[src/rtl/regwin_pkg.sv]
package regwin_pkg;
  localparam int ADDR_W   = 12;
  localparam int DATA_W   = 32;
  localparam int EWORD_W  = 16;
  localparam int LEG_BASE = 'h400;
  localparam int LEG_SPAN = 32;
  localparam int EXT_BASE = 'h500;
  localparam int EXT_REGS = 11;

  typedef enum logic [1:0] {RGN_NONE, RGN_LEG, RGN_EXT} rgn_e;
endpackage

[src/rtl/regwin_decode.sv]
module regwin_decode
  import regwin_pkg::*;
#(
  parameter int LBASE = LEG_BASE,
  parameter int LSPAN = LEG_SPAN,
  parameter int EBASE = EXT_BASE,
  parameter int EREGS = EXT_REGS
) (
  input  logic              en_i,
  input  logic [ADDR_W-1:0] addr_i,
  output rgn_e              rgn_o
);
  int a;
  always_comb begin
    a = int'(addr_i);
    rgn_o = RGN_NONE;
    if (en_i) begin
      if (a >= LBASE && a < LBASE + LSPAN) rgn_o = RGN_LEG;
      else if (a >= EBASE && a < EBASE + 2 * EREGS) rgn_o = RGN_EXT;
    end
  end
endmodule

[src/rtl/regwin_leg_seq.sv]
module regwin_leg_seq
  import regwin_pkg::*;
#(
  parameter int LBASE  = LEG_BASE,
  parameter int LSPAN  = LEG_SPAN,
  parameter int PORT_W = $clog2(LSPAN)
) (
  input  logic              clk_i,
  input  logic              rst_ni,
  input  logic              start_i,
  input  logic              we_i,
  input  logic [ADDR_W-1:0] addr_i,
  input  logic [1:0]        last_i,
  input  logic [DATA_W-1:0] wdata_i,
  output logic              busy_o,
  output logic [PORT_W-1:0] lp_addr_o,
  output logic              lp_wr_o,
  output logic              lp_rd_o,
  output logic [7:0]        lp_wdata_o,
  input  logic [7:0]        lp_rdata_i,
  output logic [DATA_W-1:0] rdata_o
);
  logic              busy_q, we_q;
  logic [ADDR_W-1:0] base_q;
  logic [1:0]        k_q, last_q;
  logic [DATA_W-1:0] wdata_q, rdata_q;
  logic [ADDR_W:0]   cur;
  logic              in_rng;

  always_comb begin
    cur        = {1'b0, base_q} + {{(ADDR_W - 1){1'b0}}, k_q};
    in_rng     = int'(cur) < LBASE + LSPAN;
    lp_addr_o  = PORT_W'(int'(cur) - LBASE);
    lp_wr_o    = busy_q & in_rng & we_q;
    lp_rd_o    = busy_q & in_rng & ~we_q;
    lp_wdata_o = wdata_q[{k_q, 3'b000} +: 8];
  end

  always_ff @(posedge clk_i or negedge rst_ni) begin
    if (!rst_ni) begin
      busy_q  <= 1'b0;
      we_q    <= 1'b0;
      base_q  <= '0;
      k_q     <= '0;
      last_q  <= '0;
      wdata_q <= '0;
      rdata_q <= '0;
    end else if (start_i) begin
      busy_q  <= 1'b1;
      we_q    <= we_i;
      base_q  <= addr_i;
      k_q     <= '0;
      last_q  <= last_i;
      wdata_q <= wdata_i;
      rdata_q <= '0;
    end else if (busy_q) begin
      if (lp_rd_o) rdata_q[{k_q, 3'b000} +: 8] <= lp_rdata_i;
      if (k_q == last_q) busy_q <= 1'b0;
      else               k_q    <= k_q + 2'd1;
    end
  end

  assign busy_o  = busy_q;
  assign rdata_o = rdata_q;
endmodule

[src/rtl/regwin_ext_seq.sv]
module regwin_ext_seq
  import regwin_pkg::*;
#(
  parameter int EBASE = EXT_BASE,
  parameter int EREGS = EXT_REGS,
  parameter int IDX_W = $clog2(EREGS) + 1
) (
  input  logic               clk_i,
  input  logic               rst_ni,
  input  logic               start_i,
  input  logic               we_i,
  input  logic [ADDR_W-1:0]  addr_i,
  input  logic               two_i,
  input  logic [DATA_W-1:0]  wdata_i,
  output logic               busy_o,
  output logic               ex_idx_wr_o,
  output logic               ex_data_wr_o,
  output logic               ex_data_rd_o,
  output logic [EWORD_W-1:0] ex_wdata_o,
  input  logic [EWORD_W-1:0] ex_rdata_i,
  output logic [DATA_W-1:0]  rdata_o
);
  logic              busy_q, phase_q, p_q, two_q, we_q;
  logic [IDX_W-1:0]  idx0_q, idx_cur;
  logic [DATA_W-1:0] wdata_q, rdata_q;
  logic              valid;

  always_comb begin
    idx_cur      = idx0_q + IDX_W'(p_q);
    valid        = int'(idx_cur) < EREGS;
    ex_idx_wr_o  = busy_q & ~phase_q & valid;
    ex_data_wr_o = busy_q & phase_q & valid & we_q;
    ex_data_rd_o = busy_q & phase_q & valid & ~we_q;
    if (!phase_q)  ex_wdata_o = EWORD_W'(idx_cur);
    else if (we_q) ex_wdata_o = wdata_q[{p_q, 4'b0000} +: EWORD_W];
    else           ex_wdata_o = '0;
  end

  always_ff @(posedge clk_i or negedge rst_ni) begin
    if (!rst_ni) begin
      busy_q  <= 1'b0;
      phase_q <= 1'b0;
      p_q     <= 1'b0;
      two_q   <= 1'b0;
      we_q    <= 1'b0;
      idx0_q  <= '0;
      wdata_q <= '0;
      rdata_q <= '0;
    end else if (start_i) begin
      busy_q  <= 1'b1;
      phase_q <= 1'b0;
      p_q     <= 1'b0;
      two_q   <= two_i;
      we_q    <= we_i;
      idx0_q  <= IDX_W'((int'(addr_i) - EBASE) >> 1);
      wdata_q <= wdata_i;
      rdata_q <= '0;
    end else if (busy_q) begin
      if (!phase_q) begin
        phase_q <= 1'b1;
      end else begin
        phase_q <= 1'b0;
        if (ex_data_rd_o) rdata_q[{p_q, 4'b0000} +: EWORD_W] <= ex_rdata_i;
        if (p_q == two_q) busy_q <= 1'b0;
        else              p_q    <= 1'b1;
      end
    end
  end

  assign busy_o  = busy_q;
  assign rdata_o = rdata_q;
endmodule

[src/rtl/regwin_bridge.sv]
module regwin_bridge
  import regwin_pkg::*;
#(
  parameter int LBASE  = LEG_BASE,
  parameter int LSPAN  = LEG_SPAN,
  parameter int EBASE  = EXT_BASE,
  parameter int EREGS  = EXT_REGS,
  localparam int PORT_W = $clog2(LSPAN)
) (
  input  logic               clk_i,
  input  logic               rst_ni,
  input  logic               en_i,
  input  logic               req_i,
  input  logic               we_i,
  input  logic [ADDR_W-1:0]  addr_i,
  input  logic [1:0]         size_i,
  input  logic [DATA_W-1:0]  wdata_i,
  output logic               ready_o,
  output logic [DATA_W-1:0]  rdata_o,
  output logic [PORT_W-1:0]  lp_addr_o,
  output logic               lp_wr_o,
  output logic               lp_rd_o,
  output logic [7:0]         lp_wdata_o,
  input  logic [7:0]         lp_rdata_i,
  output logic               ex_idx_wr_o,
  output logic               ex_data_wr_o,
  output logic               ex_data_rd_o,
  output logic [EWORD_W-1:0] ex_wdata_o,
  input  logic [EWORD_W-1:0] ex_rdata_i
);
  rgn_e              rgn, rgn_q;
  logic [1:0]        size_q;
  logic              accept, leg_busy, ext_busy;
  logic [DATA_W-1:0] leg_rdata, ext_rdata, raw, mask;

  regwin_decode #(.LBASE(LBASE), .LSPAN(LSPAN), .EBASE(EBASE), .EREGS(EREGS)) u_dec (
    .en_i(en_i), .addr_i(addr_i), .rgn_o(rgn)
  );

  assign ready_o = ~(leg_busy | ext_busy);
  assign accept  = req_i & ready_o;

  regwin_leg_seq #(.LBASE(LBASE), .LSPAN(LSPAN), .PORT_W(PORT_W)) u_leg (
    .clk_i(clk_i), .rst_ni(rst_ni),
    .start_i(accept && rgn == RGN_LEG), .we_i(we_i), .addr_i(addr_i),
    .last_i(size_i), .wdata_i(wdata_i), .busy_o(leg_busy),
    .lp_addr_o(lp_addr_o), .lp_wr_o(lp_wr_o), .lp_rd_o(lp_rd_o),
    .lp_wdata_o(lp_wdata_o), .lp_rdata_i(lp_rdata_i), .rdata_o(leg_rdata)
  );

  regwin_ext_seq #(.EBASE(EBASE), .EREGS(EREGS)) u_ext (
    .clk_i(clk_i), .rst_ni(rst_ni),
    .start_i(accept && rgn == RGN_EXT), .we_i(we_i), .addr_i(addr_i),
    .two_i(size_i[1]), .wdata_i(wdata_i), .busy_o(ext_busy),
    .ex_idx_wr_o(ex_idx_wr_o), .ex_data_wr_o(ex_data_wr_o),
    .ex_data_rd_o(ex_data_rd_o), .ex_wdata_o(ex_wdata_o),
    .ex_rdata_i(ex_rdata_i), .rdata_o(ext_rdata)
  );

  always_ff @(posedge clk_i or negedge rst_ni) begin
    if (!rst_ni) begin
      rgn_q  <= RGN_NONE;
      size_q <= '0;
    end else if (accept) begin
      rgn_q  <= rgn;
      size_q <= size_i;
    end
  end

  always_comb begin
    case (rgn_q)
      RGN_LEG: raw = leg_rdata;
      RGN_EXT: raw = ext_rdata;
      default: raw = '0;
    endcase
    for (int b = 0; b < DATA_W / 8; b++)
      mask[8*b +: 8] = (b <= int'(size_q)) ? 8'hFF : 8'h00;
    rdata_o = raw & mask;
  end
endmodule

[config.mk]
export PLATFORM = sky130hd
export DESIGN_NAME = regwin_bridge
export DESIGN_NICKNAME = d
export VERILOG_FILES = /design/src/rtl/regwin_pkg.sv /design/src/rtl/regwin_decode.sv /design/src/rtl/regwin_leg_seq.sv /design/src/rtl/regwin_ext_seq.sv /design/src/rtl/regwin_bridge.sv
export SDC_FILE = /design/constraint.sdc
export NUM_CORES = 1
export LEC_CHECK = 0
export ABC_AREA = 1
export CAP_MARGIN = 20
export CORE_MARGIN = 4
export CORE_UTILIZATION = 45
export CTS_BUF_LIST = sky130_fd_sc_hd__clkbuf_4 sky130_fd_sc_hd__clkbuf_8
export DETAILED_ROUTE_END_ITERATION = 10
export PLACE_DENSITY = 0.8
export SYNTH_ARGS = -nofsm -noshare
export SYNTH_HDL_FRONTEND = slang
export SYNTH_HIERARCHICAL = 1
export SYNTH_SLANG_ARGS = --single-unit
[constraint.sdc]
create_clock -name clk_i -period 4.8 [get_ports clk_i]
set_input_delay 0.48 -clock clk_i [delete_from_list [all_inputs] [get_ports clk_i]]
set_output_delay 0.48 -clock clk_i [all_outputs]
set_load 0.1 [all_outputs]
==> run summary, run 1 <==
Post-synth ARST share - 1.000
adder-cell share of the synthesized area - 0.01775
DRC Markers - 0
Area Growth Syn to Fin - 22.09%
Post-CTS Resized - 0
WL final - 22560 um
Reg-to-Reg End - u_leg/rdata_o[5]
CTS tree - built
gpl congestion - 0.9118
syn_area_per_cell - 7.545 um2
slowest CP cell - clkdlybuf4s50_1
Reg2Reg Launch Point - u_leg/k_q[1]
Yosys cell types - 33
Synth area leaders - dfrtp_1 (49%), nand2_1 (20%), nand3_1 (7.0%)
CP arrival - 3.43 ns
global-route wire length before repair - 36410 um
worst path cell trace - clkinv_1 > fa_1 > xnor2_1 > clkdlybuf4s50_1
CTS H-tree depth - 4
I/O pins - 142
vias - 7634
RSZ-0062 raised after global routing - no
PwrDens - 299.4 nW/um2
largest area contributor in the synthesized netlist - dfrtp_1
share of Yosys cell area claimed by the top area cell type - 0.4895
die width - 142.8 um
vias in the first global route - 7478
Vias/cell - 5.309
Max FO, Critical Path - 13
flops & latches, synth - 160
Synth warnings - 6
overall power - 2990 uW
post-synthesis simple-gate area fraction - 0.3364
Fin. Hold Viols - 0
Initial Util - 0.4569
CP startpoint kind - register
post-route minimum period - 3.911 ns
most common cell in the synthesized netlist - nand2_1
post-route core utilization - 0.5578
compound-cell area share of the yosys netlist - 0.07557
largest family of logic cells by synthesized area - simple AND/OR/NAND/NOR gates
top post-synthesis cells by count - nand2_1 (433), dfrtp_1 (160), nand3_1 (115)
Post-Syn Instances - 1084
Placed Cells - 1406
Non-Filler Instances - 1438
clk_skew - 0.01763 ns
flop2flop setup slack - 1.76 ns
antenna violations before repair - 1
port bufs - 141
mux contribution to synthesized area - 0
Crit path largest cell delay - 1.16 ns
total congestion overflow - 0
Hold WC Path Type - input pin to asynchronous set/reset pin
CTS Buf Count - 17
status - complete, no violations
DIE AREA - 20400 um2
Root Driver - clkbuf_8
Pleak - 0.005021 uW
fin crit share - 0.8148
Max Root-Sink Buffers - 2
Starting DRT DRC Count - 682
FMAX - 255.7 MHz
number of flops mapped to enable cells by yosys - 0
drt first pass iters - 7
fin. max-slew vios - 0
total core area - 17900 um2
hold-fix buffers at CTS - 0
Tightest Pin Transition - 1.049 ns
post-DP HPWL - 16250 um
Mapped Nets - 1170
TritonCTS Sinks - 160
Worst Setup End Kind - output port
Peak VDD IR - 0.3125 mV
Slew headroom - 0.2982
antenna cell count - 0
Clock Pin Slew Worst Setup and Hold Paths - 0.09 ns
Seq/Total Area, Yosys - 0.4895
post-route ant nets - 0
routed len/inst - 15.69 um
xor-xnor portion of the synthesized cell area - 0.007496
WS Path Type - register to output port
ratio of cells with drive above 1 in the final layout - 0.06452
Post-CTS Setup Bufs - 0
Max-Cap Viols - 0
cell row count - 49
chip height - 142.8 um
Critical Path RT - 4.32 ns
Synth Cell Area - 8179 um2
GR Util All Layers - 0.2254
largest net degree at the start of global routing - 90
final net count - 1282
worst reg2reg path depth - 13
Synth Flop Type - dfrtp_1
Final setup violation count - 0
setup tns final - 0 ns
Clock Latency Late Sink - 0.46 ns
[flip-flops by register name, summed over array words and instances, names as in the netlist]
signal / flops
rgn_q: 2
size_q: 2
u_ext/busy_o: 1
u_ext/idx0_q: 5
u_ext/p_q: 1
u_ext/phase_q: 1
u_ext/rdata_o: 32
u_ext/two_q: 1
u_ext/wdata_q: 32
u_ext/we_q: 1
u_leg/base_q: 12
u_leg/busy_o: 1
u_leg/k_q: 2
u_leg/last_q: 2
u_leg/rdata_o: 32
u_leg/wdata_q: 32
u_leg/we_q: 1
[layout by cell type, fill, tap and decap left out, drive strengths merged, types with 3 or more instances in the layout]
master           n
a21oi           41
buf             16
clkbuf          17
clkdlybuf4s50  132
clkinv           6
clkinvlp         3
dfrtp          160
ha              10
inv             78
nand2          442
nand3          119
nand4            9
nor2            80
nor3             4
o21ai           69
o22ai            8
or2              3
xor2             5
[through the flow]
| step | hold slack, ns | setup WS (ns) | cell area, um2 |
|---|---|---|---|
| 2_1_floorplan | 0.1844 | 1.025 | 8179 |
| 4_1_cts | 0.1067 | 0.8407 | 9986 |
| 5_1_grt | 0.1266 | 0.6939 | 9986 |
| 3_5_place_dp | 0.4535 | 1.353 | 9600 |
| 6_report | 0.07956 | 0.8892 | 9986 |
| 3_3_place_gp | 0.4488 | 1.362 | 9600 |
[cell families (layout without fill, tap and decap cells)]
group / count (synthesis) / after routing
fa+ha+maj: 11 / 11
buf+inv: 128 / 253
simple gates: 658 / 658
compound gates: 120 / 120
xor+xnor: 7 / 7
flops: 160 / 160
[layer usage]
metal  vias to the layer above  global-route usage  routed length [um]
li1                       3669                   -                   -
met1                      3632              0.2971                9303
met2                       286              0.3682               10970
met3                        45             0.05157                1729
met4                         2             0.07804                 546
met5                         -                   0                  13
[area by class of cell]
cell class | instances | area (um2)
clock buffers | 17 | 234.0
clock inverters | 15 | 151.4
fillers | 1672 | 7916
inverters | 73 | 274.0
multi-input cells | 796 | 3591
flip-flops and latches | 160 | 4004
well taps | 229 | 286.5
repair buffers | 148 | 1445
[how the worst max path moves through the flow]
| stage | from | endpoint | slack (ns) | cells past startpoint |
|---|---|---|---|---|
| floorplan | u_leg/k_q[1] | lp_wr_o | 1.02 | 12 |
| global placement | u_leg/k_q[0] | lp_addr_o[2] | 1.36 | 5 |
| detailed placement | u_leg/k_q[0] | lp_addr_o[2] | 1.35 | 5 |
| CTS | u_leg/k_q[0] | lp_addr_o[2] | 0.84 | 5 |
| global route | u_leg/k_q[0] | lp_addr_o[2] | 0.69 | 5 |
| finish | u_leg/k_q[1] | lp_addr_o[2] | 0.89 | 4 |
[worst max-delay path, delay by kind of cell, from the launching register on]
kind	cells	cell delay [ns]
XOR/XNOR	1	0.19
adder cells (fa/ha/maj)	1	0.59
flip-flops	1	0.60
buffers and inverters	2	1.60
[power by group]
group	leakage, uW	internal, uW	switching (uW)
registers	0.00208	1390	44.9
clock network	0.000188	424	548
logic	0.00275	155	426
No activity file was read; power rests on OpenSTA's default activity.
==> run 2, diff against run 1 <==
--- a/config.mk
+++ b/config.mk
@@ -11,7 +11,7 @@
 export CORE_UTILIZATION = 45
 export CTS_BUF_LIST = sky130_fd_sc_hd__clkbuf_4 sky130_fd_sc_hd__clkbuf_8
 export DETAILED_ROUTE_END_ITERATION = 10
-export PLACE_DENSITY = 0.8
+export PLACE_DENSITY = 0.82
 export SYNTH_ARGS = -nofsm -noshare
 export SYNTH_HDL_FRONTEND = slang
 export SYNTH_HIERARCHICAL = 1
==> constraint.sdc (replaced) <==
create_clock -name clk_i -period 3.3 [get_ports clk_i]
set_input_delay 0.33 -clock clk_i [delete_from_list [all_inputs] [get_ports clk_i]]
set_output_delay 0.33 -clock clk_i [all_outputs]
set_load 0.1 [all_outputs]
==> run summary, run 2 (synthesis gave the netlist of run 1 again) <==
hold slack - 0.4224 ns
die width - 142.8 um
DRC Markers - 0
most frequent CP cell - inv_1
fin. max-slew vios - 0
Worst Setup End Kind - output port
CTS Buf Count - 17
Max FO, Critical Path - 6
Buf/Inv on CP - 4
Pleak - 0.005240 uW
chip height - 142.8 um
Final setup violation count - 0
net switching power - 1477 uW
GR Util All Layers - 0.2260
DIE AREA - 20400 um2
post-DP HPWL - 16210 um
Area after DPL - 9681 um2
vias in the first global route - 7462
Switching Share - 0.3298
Crit path largest cell delay - 0.43 ns
Clock Pin Slew Worst Setup and Hold Paths - 0.09 ns
Reg2Reg Launch Point - u_leg/k_q[0]
routed len/inst - 15.46 um
WL final - 22400 um
Peak VDD IR - 0.3445 mV
Tightest Pin Transition - 0.8335 ns
Fin. Hold Viols - 0
most frequent cells in the layout - nand2_1 (433), dfrtp_1 (160), nand3_1 (115)
combinational power share - 0.203
RSZ-0062 raised after global routing - no
total congestion overflow - 0
Critical Path RT - 2.97 ns
ratio of cells with drive above 1 in the final layout - 0.1222
global-route wire length before repair - 36620 um
WS Path Type - register to output port
I/O pins - 142
CP startpoint kind - register
# fillers - 1645
Hold WC Path Type - input pin to asynchronous set/reset pin
gpl congestion - 0.9559
TritonCTS Sinks - 160
Clock power frac - 0.332
Max Root-Sink Buffers - 2
cell row count - 49
Area Growth Syn to Fin - 23.42%
Vias/cell - 5.270
post-route ant nets - 0
post-route core utilization - 0.5639
final net count - 1293
Max-Cap Viols - 0
slowest CP cell - fa_1
drt first pass iters - 7
CTS H-tree depth - 4
status - complete, no violations
Post-CTS Setup Bufs - 0
CP startpoint - u_leg/k_q[0]
commonest non-fill, non-tap cell in the layout - nand2_1
port bufs - 141
Clock Latency Late Sink - 0.46 ns
Starting DRT DRC Count - 737
sequential share of power - 0.465
largest net degree at the start of global routing - 65
fin crit share - 0.9107
Initial Util - 0.4569
CTS tree - built
fin area - 10090 um2
total core area - 17900 um2
antenna violations before repair - 0
PwrDens - 443.7 nW/um2
CP arrival - 2.68 ns
Slew headroom - 0.4444
worst path cell trace - ha_1 > inv_1 > fa_1 > nor2_2 > nand3_1 > nand2_1 > inv_1 > nor2_1 > nand2_1 > nand2_2 > nand3_2 > inv_1 > buf_12
FMAX - 332.7 MHz
setup tns final - 0 ns
vias - 7636
Crit path max-delay family - simple AND/OR/NAND/NOR gates
post-route minimum period - 3.005 ns
Int Pwr - 3002 uW
clk_skew - 0.01617 ns
Root Driver - clkbuf_8
[run 2: changes by cell type in the layout (fill, tap and decap cells not counted), moves of 2 or more]
cell and delta:
clkdlybuf4s50_1 -59, buf_4 +58, buf_12 +11, clkinv_4 +3, o21ai_0 -3, o21ai_1 +3
clkinvlp_4 -2, inv_6 -2
[run 2: metal layers]
layer / GRT usage / up-vias / share of wire
li1: - / 3685 / -
met1: 0.2861 / 3568 / 0.40
met2: 0.3727 / 338 / 0.48
met3: 0.06597 / 45 / 0.089
met4: 0.07704 / 0 / 0.028
met5: 0 / - / 0
[run 2: final cells by class]
type	instances	area [um2]	area share
Inverter	73	274.0	0.02714
Clock inverter	13	153.9	0.01525
Antenna cell	1	2.502	0.0002479
Sequential cell	160	4004	0.3966
Timing Repair Buffer	159	1520	0.1506
Clock buffer	18	247.7	0.02454
Multi-Input combinational cell	796	3606	0.3572
Tap cell	229	286.5	0.02838
[run 2: repair_timing]
| item | 4_1_cts | 5_1_grt |
|---|---|---|
| endpoints found under the hold margin | 62 | 0 |
| gates resized for setup | 0 | 0 |
| hold buffers | 1 | 0 |
[run 2: worst paths after layout]
check,to,slack (ns),cells after the start
worst min-delay path,u_leg/rdata_o[24],0.42,2
min in group clk_i,u_leg/base_q[0],0.44,3
worst min register to register,u_ext/wdata_q[13],0.47,2
max in group asynchronous,u_ext/rdata_o[0],1.93,3
worst max register to register,u_leg/rdata_o[17],0.78,14
worst max-delay path,lp_rd_o,0.29,13
[run 2: power by group through the flow]
stage | Sequential (uW) | Combinational (uW) | Clock, uW
finish | 2080 | 909 | 1490
global route | 2090 | 970 | 1590
CTS | 2080 | 912 | 1510
detailed placement | 2120 | 907 | 0
global placement | 2120 | 899 | 0
floorplan | 2100 | 570 | 0
[run 2: worst reg2reg max path, stage by stage (launching register included)]
cell     delay (ns)
dfrtp_1        0.37
ha_1           0.20
inv_1          0.07
fa_1           0.43
nor2_2         0.20
nand3_1        0.13
nand2_1        0.08
inv_1          0.04
nor2_1         0.08
nand2_1        0.07
nand2_2        0.12
nand3_2        0.13
nand2_4        0.29
nand3_1        0.14
nand2_1        0.09
[run 2: metrics by stage]
step,cells,power [uW],worst slack (ns)
after detailed placement,1416,3028,0.5661
final,1449,4479,0.2946
after CTS,1448,4500,0.2733
after floorplan,1084,2666,0.001265
after global routing,1448,4651,0.03285
after global placement,1416,3018,0.6035
